[config.mk]
export PLATFORM = sky130hd
export DESIGN_NAME = codec_xaudio_regs
export DESIGN_NICKNAME = d
export VERILOG_FILES = /design/src/rtl/codec_xa_pkg.sv /design/src/rtl/xa_ctrl_reg.sv /design/src/rtl/xa_rate_bank.sv /design/src/rtl/xa_slot_map.sv /design/src/rtl/codec_xaudio_regs.sv
export SDC_FILE = /design/constraint.sdc
export NUM_CORES = 1
export LEC_CHECK = 0
export BUFFER_PORTS_ARGS = -buffer_cell sky130_fd_sc_hd__buf_2
export CORE_MARGIN = 2
export CORE_UTILIZATION = 56
export DETAILED_ROUTE_END_ITERATION = 7
export PLACE_DENSITY = 0.86
export SETUP_SLACK_MARGIN = 0.3
export SYNTH_ARGS = -nofsm -noshare
export SYNTH_HDL_FRONTEND = slang
export SYNTH_HIERARCHICAL = 1
export SYNTH_SLANG_ARGS = --single-unit
[constraint.sdc]
create_clock -name clk -period 8.85 [get_ports clk]
set_input_delay 1.3275 -clock clk [delete_from_list [all_inputs] [get_ports clk]]
set_output_delay 1.3275 -clock clk [all_outputs]
set_load 0.02 [all_outputs]
[src/rtl/codec_xa_pkg.sv]
// Package: shared indices, widths and slot decode for the extended audio
// control block. Assumes 7-bit register indices and 16-bit data.
package codec_xa_pkg;

    localparam int IDX_W    = 7;
    localparam int DW       = 16;
    localparam int SLOT_W   = 4;

    localparam logic [IDX_W-1:0] IDX_XCTRL   = 7'h2A;
    localparam logic [IDX_W-1:0] IDX_SPDIF   = 7'h3A;
    localparam logic [IDX_W-1:0] IDX_RATE0   = 7'h2C;

    localparam logic [DW-1:0] RATE_48K = 16'hBB80;
    localparam logic [DW-1:0] XCTRL_RST = 16'h0030;

    // Bit positions inside the control word
    localparam int B_VAR   = 0;
    localparam int B_DRA   = 1;
    localparam int B_SPEN  = 2;
    localparam int B_PAIR  = 4;

    typedef struct packed {
        logic [SLOT_W-1:0] left;
        logic [SLOT_W-1:0] right;
    } slot_pair_t;

    // Map a 2-bit pair code to its left/right slot numbers.
    function automatic slot_pair_t pair_decode(input logic [1:0] code);
        slot_pair_t p;
        case (code)
            2'b00:   begin p.left = 4'd3;  p.right = 4'd4;  end
            2'b01:   begin p.left = 4'd7;  p.right = 4'd8;  end
            2'b10:   begin p.left = 4'd6;  p.right = 4'd9;  end
            default: begin p.left = 4'd10; p.right = 4'd11; end
        endcase
        return p;
    endfunction

endpackage

[src/rtl/xa_ctrl_reg.sv]
// Module: xa_ctrl_reg
// Holds the extended control word (slot pair, SPDIF enable, double-rate,
// variable rate) and the SPDIF control register with its write lock.
// Assumes a single-cycle write strobe; the lock uses the enable value
// present before the write edge.
module xa_ctrl_reg
    import codec_xa_pkg::*;
#(
    parameter int IW = IDX_W,
    parameter int W  = DW,
    parameter int LOCK_FREE_BIT = 14
) (
    input  logic          clk,
    input  logic          rst_n,
    input  logic [IW-1:0] idx,
    input  logic [W-1:0]  wdata,
    input  logic          we,
    output logic [1:0]    pair_code,
    output logic          spdif_en,
    output logic          dra_en,
    output logic          var_en,
    output logic [W-1:0]  spdif_word
);
    localparam logic [W-1:0] FREE_MASK = W'(1) << LOCK_FREE_BIT;

    logic wr_ctrl, wr_spdif;
    logic [W-1:0] spdif_mask;

    assign wr_ctrl  = we && (idx == IDX_XCTRL);
    assign wr_spdif = we && (idx == IDX_SPDIF);

    // Bits of the SPDIF word a write may change this cycle.
    always_comb spdif_mask = spdif_en ? FREE_MASK : '1;

    // Control word storage.
    always_ff @(posedge clk) begin
        if (!rst_n) begin
            pair_code <= XCTRL_RST[B_PAIR +: 2];
            spdif_en  <= 1'b0;
            dra_en    <= 1'b0;
            var_en    <= 1'b0;
        end else if (wr_ctrl) begin
            pair_code <= wdata[B_PAIR +: 2];
            spdif_en  <= wdata[B_SPEN];
            dra_en    <= wdata[B_DRA];
            var_en    <= wdata[B_VAR];
        end
    end

    // SPDIF control word storage with the enable lock.
    always_ff @(posedge clk) begin
        if (!rst_n)
            spdif_word <= '0;
        else if (wr_spdif)
            spdif_word <= (wdata & spdif_mask) | (spdif_word & ~spdif_mask);
    end
endmodule

[src/rtl/xa_rate_bank.sv]
// Module: xa_rate_bank
// A bank of converter rate registers at consecutive even indices. Each
// keeps the last written value; while variable rate is off, every lane
// reports the fixed default rate instead. Assumes even index spacing.
module xa_rate_bank
    import codec_xa_pkg::*;
#(
    parameter int IW      = IDX_W,
    parameter int W       = DW,
    parameter int N_RATES = 4,
    parameter logic [IW-1:0] BASE_IDX = IDX_RATE0,
    parameter logic [W-1:0]  FIXED    = RATE_48K
) (
    input  logic             clk,
    input  logic             rst_n,
    input  logic [IW-1:0]    idx,
    input  logic [W-1:0]     wdata,
    input  logic             we,
    input  logic             var_en,
    output logic [N_RATES*W-1:0] lanes,
    output logic             hit,
    output logic [W-1:0]     rdata
);
    localparam int STEP = 2;

    logic [N_RATES-1:0] sel;
    logic [W-1:0] stored [N_RATES];

    for (genvar g = 0; g < N_RATES; g++) begin : g_rate
        localparam logic [IW-1:0] MY_IDX = BASE_IDX + IW'(g * STEP);

        assign sel[g] = (idx == MY_IDX);

        // Rate register g: takes any write addressed to it.
        always_ff @(posedge clk) begin
            if (!rst_n)
                stored[g] <= FIXED;
            else if (we && sel[g])
                stored[g] <= wdata;
        end

        assign lanes[g*W +: W] = var_en ? stored[g] : FIXED;
    end

    assign hit = |sel;

    // Readback of the selected lane.
    always_comb begin
        rdata = '0;
        for (int i = 0; i < N_RATES; i++)
            if (sel[i]) rdata = lanes[i*W +: W];
    end
endmodule

[src/rtl/xa_slot_map.sv]
// Module: xa_slot_map
// Turns the slot-pair code and the double-rate SPDIF request into source
// slot numbers, and applies the double-rate audio override to the DAC
// slot selection. Purely combinational.
module xa_slot_map
    import codec_xa_pkg::*;
#(
    parameter int SW = SLOT_W
) (
    input  logic [1:0]    pair_code,
    input  logic          dbl_req,
    input  logic          dra_en,
    input  logic [1:0]    dac_req,
    output logic [SW-1:0] pri_l,
    output logic [SW-1:0] pri_r,
    output logic [SW-1:0] sec_l,
    output logic [SW-1:0] sec_r,
    output logic          sec_act,
    output logic [1:0]    dac_eff
);
    slot_pair_t chosen, base;

    // Decode the chosen pair and the fixed 3/4 pair.
    always_comb begin
        chosen = pair_decode(pair_code);
        base   = pair_decode(2'b00);
    end

    // Primary comes from 3/4 in double-rate mode, else the chosen pair.
    always_comb begin
        pri_l   = dbl_req ? base.left  : chosen.left;
        pri_r   = dbl_req ? base.right : chosen.right;
        sec_l   = chosen.left;
        sec_r   = chosen.right;
        sec_act = dbl_req;
    end

    // Double-rate audio cancels the DAC slot selection.
    always_comb dac_eff = dra_en ? 2'b00 : dac_req;
endmodule

[src/rtl/codec_xaudio_regs.sv]
// Module: codec_xaudio_regs (top)
// Extended audio control register with its interlocks: SPDIF write lock,
// fixed-rate readback, DAC slot override and SPDIF slot mapping.
// Assumes accesses from a link controller with combinational read data.
module codec_xaudio_regs
    import codec_xa_pkg::*;
#(
    parameter int N_RATES = 4
) (
    input  logic                  clk,
    input  logic                  rst_n,
    input  logic [IDX_W-1:0]      reg_idx,
    input  logic [DW-1:0]         reg_wdata,
    input  logic                  reg_we,
    output logic [DW-1:0]         reg_rdata,
    input  logic                  spdif_dbl_req,
    input  logic [1:0]            dac_slot_req,
    output logic                  spdif_oe,
    output logic [SLOT_W-1:0]     spdif_pri_l,
    output logic [SLOT_W-1:0]     spdif_pri_r,
    output logic [SLOT_W-1:0]     spdif_sec_l,
    output logic [SLOT_W-1:0]     spdif_sec_r,
    output logic                  spdif_sec_act,
    output logic [DW-1:0]         spdif_ctrl,
    output logic                  dac_dbl_rate,
    output logic [1:0]            dac_slot_eff,
    output logic [N_RATES*DW-1:0] rate_eff
);
    logic [1:0]    pair_code;
    logic          spdif_en, dra_en, var_en;
    logic          rate_hit;
    logic [DW-1:0] rate_rdata;
    logic [DW-1:0] ctrl_word;

    xa_ctrl_reg u_ctrl (
        .clk        (clk),
        .rst_n      (rst_n),
        .idx        (reg_idx),
        .wdata      (reg_wdata),
        .we         (reg_we),
        .pair_code  (pair_code),
        .spdif_en   (spdif_en),
        .dra_en     (dra_en),
        .var_en     (var_en),
        .spdif_word (spdif_ctrl)
    );

    xa_rate_bank #(.N_RATES(N_RATES)) u_rates (
        .clk    (clk),
        .rst_n  (rst_n),
        .idx    (reg_idx),
        .wdata  (reg_wdata),
        .we     (reg_we),
        .var_en (var_en),
        .lanes  (rate_eff),
        .hit    (rate_hit),
        .rdata  (rate_rdata)
    );

    xa_slot_map u_slots (
        .pair_code (pair_code),
        .dbl_req   (spdif_dbl_req),
        .dra_en    (dra_en),
        .dac_req   (dac_slot_req),
        .pri_l     (spdif_pri_l),
        .pri_r     (spdif_pri_r),
        .sec_l     (spdif_sec_l),
        .sec_r     (spdif_sec_r),
        .sec_act   (spdif_sec_act),
        .dac_eff   (dac_slot_eff)
    );

    // Assemble the control word; reserved and unused bits stay 0.
    always_comb begin
        ctrl_word = '0;
        ctrl_word[B_PAIR +: 2] = pair_code;
        ctrl_word[B_SPEN]      = spdif_en;
        ctrl_word[B_DRA]       = dra_en;
        ctrl_word[B_VAR]       = var_en;
    end

    // Read mux over the implemented indices.
    always_comb begin
        if (reg_idx == IDX_XCTRL)      reg_rdata = ctrl_word;
        else if (reg_idx == IDX_SPDIF) reg_rdata = spdif_ctrl;
        else if (rate_hit)             reg_rdata = rate_rdata;
        else                           reg_rdata = '0;
    end

    assign spdif_oe     = spdif_en;
    assign dac_dbl_rate = dra_en;
endmodule

; Yosys cells after proc, flatten, opt, wreduce, memory -nomap -nowiden
; Memory sizes are Yosys's and may differ from the RTL's.
; Index checks and enable logic that the tools add are counted.
[totals]
reg_bits = 21
ramBits = 64
input_bits = 29
out_inout_bits = 117
word_cells = 63
mem_count = 1
[mem_list]
columns = name, depth, word_bits, rd, rd_clocked_by_memory_dff, write_ports, line
row1 = u_rates.stored, 4, 16, 4, 0, 4, xa_rate_bank.sv:27  ; logic [W-1:0] stored [N_RATES];
[op_classes]
eq_ne = 8
mux = 33
bitwise_logic = 8
n_reduce_logical = 8
[ops]
columns = operator, n
row1 = 16-bit 2-to-1 mux, 16
row2 = 7-bit by 6-bit equality test with 1-bit output (second input constant), 6
row3 = 16-bit AND, 2
row4 = 8-bit case mux with 3 select lines, 1
row5 = 16-bit inverter, 1
row6 = 16-bit bitwise OR, 1
row7 = 1-bit 2-to-1 mux, 13
row8 = 4-bit 2-to-1 mux, 2
row9 = 1-bit logical AND, 6
row10 = 1-bit bitwise OR, 4
row11 = 4-bit OR reduction, 1
row12 = 2-bit by 1-bit equality test with 1-bit output (second input constant), 1
row13 = 2-bit equality test (second input constant), 1
row14 = 2-bit logical NOT, 1
row15 = 2-bit 2-to-1 mux, 1

; Longest topological paths before layout
; An unclocked memory read counts as a cell.
[depth]
word_depth = 9
depth_mapped = 7
mapped_depth_nobuf = 5

; Cells and area by module
; The synthesis kept the hierarchy.
[by_module_without_submodules]
columns = mod, instances, cells_each, area_per_inst_um2, seq_area_each_um2
row1 = xa_rate_bank, 1, 297, 3503.4, 1921.8
row2 = xa_ctrl_reg, 1, 98, 894.6, 420.4
row3 = codec_xaudio_regs, 1, 56, 374.1, 0.0
row4 = xa_slot_map, 1, 25, 190.2, 0.0

; Worst setup path before layout
; Ideal clock, no wire load.
[synth_timing]
kind = input to output
startpoint = input reg_idx[3]
endpoint = output reg_rdata[11]
t_arrival_ns = 3.108
required_time_ns = 7.523
path_slack_ns = 4.415
path_stages = 7
path_buffers = 3
cell_sequence = or3b_1 clkbuf_1 a21oi_1 clkbuf_1 clkbuf_1 nand2_1 mux2i_1
[synth_between]
word_cells_on_any_way = 14
cone_classes = eq/ne (6) / mux (7) / reduce/logical (1)
[synth_rtl]
columns = element, line
row1 = from (decl), codec_xaudio_regs.sv:12  ; input logic [IDX_W-1:0] reg_idx,
row2 = 7-bit by 6-bit equality test with 1-bit output, xa_rate_bank.sv:32  ; assign sel[g] = (idx == MY_IDX);
row3 = 4-bit OR reduction *, xa_rate_bank.sv:45  ; assign hit = |sel;
row4 = named net rate_hit, codec_xaudio_regs.sv:31  ; logic rate_hit;
row5 = 16-bit 2-to-1 mux *, codec_xaudio_regs.sv:86  ; else if (rate_hit) reg_rdata = rate_rdata;
row6 = 16-bit 2-to-1 mux *, codec_xaudio_regs.sv:85  ; else if (reg_idx == IDX_SPDIF) reg_rdata = spdif_ctrl;
row7 = 16-bit 2-to-1 mux *, codec_xaudio_regs.sv:84  ; if (reg_idx == IDX_XCTRL) reg_rdata = ctrl_word;
row8 = to (decl), codec_xaudio_regs.sv:15  ; output logic [DW-1:0] reg_rdata,
; The timed path passes the listed nets; every way through them passes the cells marked *.

; Worst setup path in the final report
[layout_timing]
startpoint = input reg_idx[1]
endpoint = output reg_rdata[13]
[layout_between]
elab_chain_cells = 8
word_cells_on_any_way = 14
cone_classes = eq/ne (6) / mux (7) / reduce/logical (1)
[layout_lines]
columns = element, line
row1 = 7-bit by 6-bit equality test with 1-bit output, xa_rate_bank.sv:32
row2 = 16-bit 2-to-1 mux (4 in series), xa_rate_bank.sv:51  ; if (sel[i]) rdata = lanes[i*W +: W];
row3 = 16-bit 2-to-1 mux, codec_xaudio_regs.sv:86
row4 = 16-bit 2-to-1 mux, codec_xaudio_regs.sv:85
row5 = 16-bit 2-to-1 mux *, codec_xaudio_regs.sv:84
; Every way passes the cells marked *; elsewhere a longest branch is shown, timed or not.

==> results.txt <==
Setup repair after global routing left no endpoint under its margin. The clock network is responsible for 30.9% of the overall power. The routing usage on met2 came out at between 40% and 50%. The timing-limited maximum frequency came out at 208.1 MHz. After clock tree synthesis, the flow added hold-fix buffers numbering 0.

The peak supply drop came out at 75.13 uV. The average footprint of a synthesized cell is 10.42 sq um. The worst setup path is captured at a primary output. Counting flops and latches in the post-synthesis netlist gives 85. The number of instances in the synthesized netlist is ~480.

The detailed-route DRC error count is 0. The multi-input combinational cell area is between 0.002 and 0.0025 sq mm. The internal portion of the total power is 0.0005653 W.

The H-tree level count came out at 3. The starting DRC count in detailed routing is 407. The half-perimeter wire length after detailed placement came out at roughly 9.3 mm. The via count of the first global-routing pass is 3830.

The critical path in this run is classified as input pin to primary output. For this configuration, the core starts out at a cell density of 57.46%. The remaining antenna violation count after routing is 0. The arrival time reported for the critical path endpoint is 3.48 ns. The placement-stage worst setup slack is 4.068 ns. The synthesized design devotes to its leading area cell type 38.73% of total area.

The number of buffers inserted to repair setup after CTS is 0. The global routing met3 resource utilization is 5.082%. The design draws around 0.00075 W. met2 is the most crowded layer. For the final routed database, the setup TNS stands at 0 ns.

The number of cell rows is 34. Global routing consumed, over all layers together, 26.25% of the routing resources. In the final layout, the share of cells above drive strength 1 is 28.81%. The clock passes through at most 2 buffers. The sequential fraction of design power is 60.1%.

The maximum fanout count along the critical path is 46. The final-report max-slew violation count came out at 0. In the post-synthesis netlist, the biggest area contributors are sky130_fd_sc_hd__edfxtp_1, sky130_fd_sc_hd__mux2i_1, sky130_fd_sc_hd__and2_1. The area of the die is 0.009630 sq mm. Across the run, the number of max-cap violations was 0. The die span in y is 98.14 microns. After global routing the overflow that remains totals 0. STA classifies the critical path startpoint as an input pin. The post-synth design cell area is 0.004962 sq mm. The run finished with clean final reports. The filler cell count is 680.

Clock skew on the completed layout was measured at roughly 0.0017 ns. The count of buffers inserted at the top-level ports came out at 143. The share of total power dissipated in combinational logic is 9.0%.

The count of nets after finishing is about 630. The fraction of registers with async set or reset after synthesis came out at 0%. The cell chosen for the clock root is sky130_fd_sc_hd__clkbuf_8. The repair_antennas step left the layout with diodes totalling 0.

For this run, the leading register cell type out of synthesis is sky130_fd_sc_hd__edfxtp_1. The final worst-path cycle share came out at 54.30%. The first-pass GRT wire length is ~20 mm.

The pre-antenna-repair detailed-routing pass consisted of 4 iterations. The wire length per cell came out at 17.86 microns. Of all cell types, the one taking the most synthesized area is sky130_fd_sc_hd__edfxtp_1. Summing all flip-flop and latch instances after layout gives roughly 0.0023 sq mm. For this design the ratio of total power to cell area is 129.3 mW/mm^2. The core region area is ~0.0086 sq mm. The transition at the pin with the smallest max-transition slack is 1.107 ns.

The pin count of the biggest net entering global routing came out at 67. The setup slack of the worst register-to-register path came out at 7.31 ns. Measured against its own limit, the worst slew margin works out to 26.00%. The setup slack after layout is 4.044 ns. The startpoint identified for the worst register-to-register timing path is u_ctrl/spdif_en$_SDFFE_PN0P_.

The TritonCTS clock tree is built. The number of instances resized during post-cts repair came out at 0. The number of warnings reported in the yosys synthesis log came out at 6. The TritonCTS buffer count is 9. The initial antenna violation count came to 0. The final route contains 3957 vias. For this design the total switching power over the nets is 0.0001834 W. The number of enable flip-flop cells after synthesis is 64. The leakage power summed over all cells came out at 2.511 nW. The number of library cell types mapped by synthesis is 38. The tightest min-delay check is of the register to register type. The per-cell via count in the routed design is approximately 5.6. The congestion estimate from routability-driven global placement came to 0.9697. For the worst-skew pair, the clock arrives at the later sink with an insertion delay of ~0.34 ns.

The final design utilization is roughly two thirds. The clock period could shrink to approximately 4.8 ns. Setup violations remaining at the end of the flow were counted as 0. Pin placement for this block handled 146 I/O pins.

The number of endpoints with negative hold slack in the final report came out at 0. The start point of the critical path is reg_idx[1]. The global-route met1 utilization is about 36%. The switching fraction of total power is 24.50%. The overall routed net length came out at 12.71 mm.

Across all hold checks on the routed design, the worst slack comes to 0.4793 ns. The register area share after synthesis came out at a little under half. The layout-stage area growth over the synthesis result came out at 16.72%. After clock tree synthesis, the clock-pin slew on the worst setup and hold paths is 0.08 ns. At the worst endpoint, the required time is 7.52 ns. In this run the horizontal extent of the chip is 98.14 microns. The number of sinks on the clock net came out at between 80 and 90.
## critical path: stages
cell and delay [ns]:
sky130_fd_sc_hd__buf_2 0.08, sky130_fd_sc_hd__buf_4 0.50, sky130_fd_sc_hd__nand3b_1 0.89, sky130_fd_sc_hd__mux2i_1 0.42
sky130_fd_sc_hd__buf_2 0.21
## power groups by stage
stage	Clock (W)	Combinational, W	Sequential (W)
after floorplan	0	0.0000419	0.000456
after global placement	0	0.0000648	0.000458
after detailed placement	0	0.0000664	0.000459
after CTS	0.000233	0.0000665	0.000450
after global routing	0.000247	0.0000717	0.000452
final	0.000231	0.0000675	0.000450
## cells in the mapped netlist, drive strengths merged (4+ instances only)
cell type	n
or2b	5
nor2	4
a21oi	5
inv	6
nor2b	12
nand3	8
nand2	58
a211oi	7
nand2b	52
o21ai	10
mux2i	61
ha	5
clkbuf	17
edfxtp	64
or2	4
o22ai	16
dfxtp	21
and2	81
nor3	5
buf	21
## layout by cell type, fill, tap and decap left out, drive strengths merged, types with 2 or more instances in the layout
master   synthesis  layout
nor2b           12      12
nor3             5       5
clkinv           0       4
or2              4       4
nand2           58      58
or2b             5       5
nor2             4       4
and4bb           3       3
and2            81      81
o21ai           10      10
a211oi           7       7
o22ai           16      16
conb             1       2
edfxtp          64      64
dfxtp           21      21
inv              6       6
nand3b           3       3
mux2i           61      61
ha               5       5
or3b             2       2
buf             21     150
a21oi            5       5
nand3            8       8
clkbuf          17      10
nand4bb          2       2
nand2b          52      52
## cell families after synthesis
logic type	synth area share (%)
compound gates	4.740
fa+ha+maj	1.261
buf+inv	5.169
flops	47.20
mux	12.30
other cells	0.07557
simple gates	29.25
## per-stage QoR
stage,area (sq um),std cells
finish,5792,712
global route,5792,712
CTS,5792,712
detailed placement,5635,697
global placement,5635,697
floorplan,4966,477
## layout make-up
| type | instances | area share, % |
|---|---|---|
| multi-input cells | 348 | 40.87 |
| well taps | 108 | 2.333 |
| flip-flops and latches | 85 | 40.44 |
| repair buffers | 150 | 13.26 |
| inverters | 6 | 0.3889 |
| clock inverters | 5 | 0.4969 |
| clock buffers | 10 | 2.203 |
## worst paths after layout
| path | endpoint | cells after the start |
|---|---|---|
| setup reg to reg | register | 2 |
| setup / recovery | reg_rdata[13] | 5 |
| hold reg to reg | register | 2 |
| hold / removal | register | 2 |
## metal layers
metal / vias to the layer above / share of wire (%)
li1: 1867 / -
met1: 1865 / 42
met2: 210 / 48
met3: 15 / 8.5
met4: 0 / 1.3
met5: - / 0
Note: power is estimated with default switching activity, not from simulation.
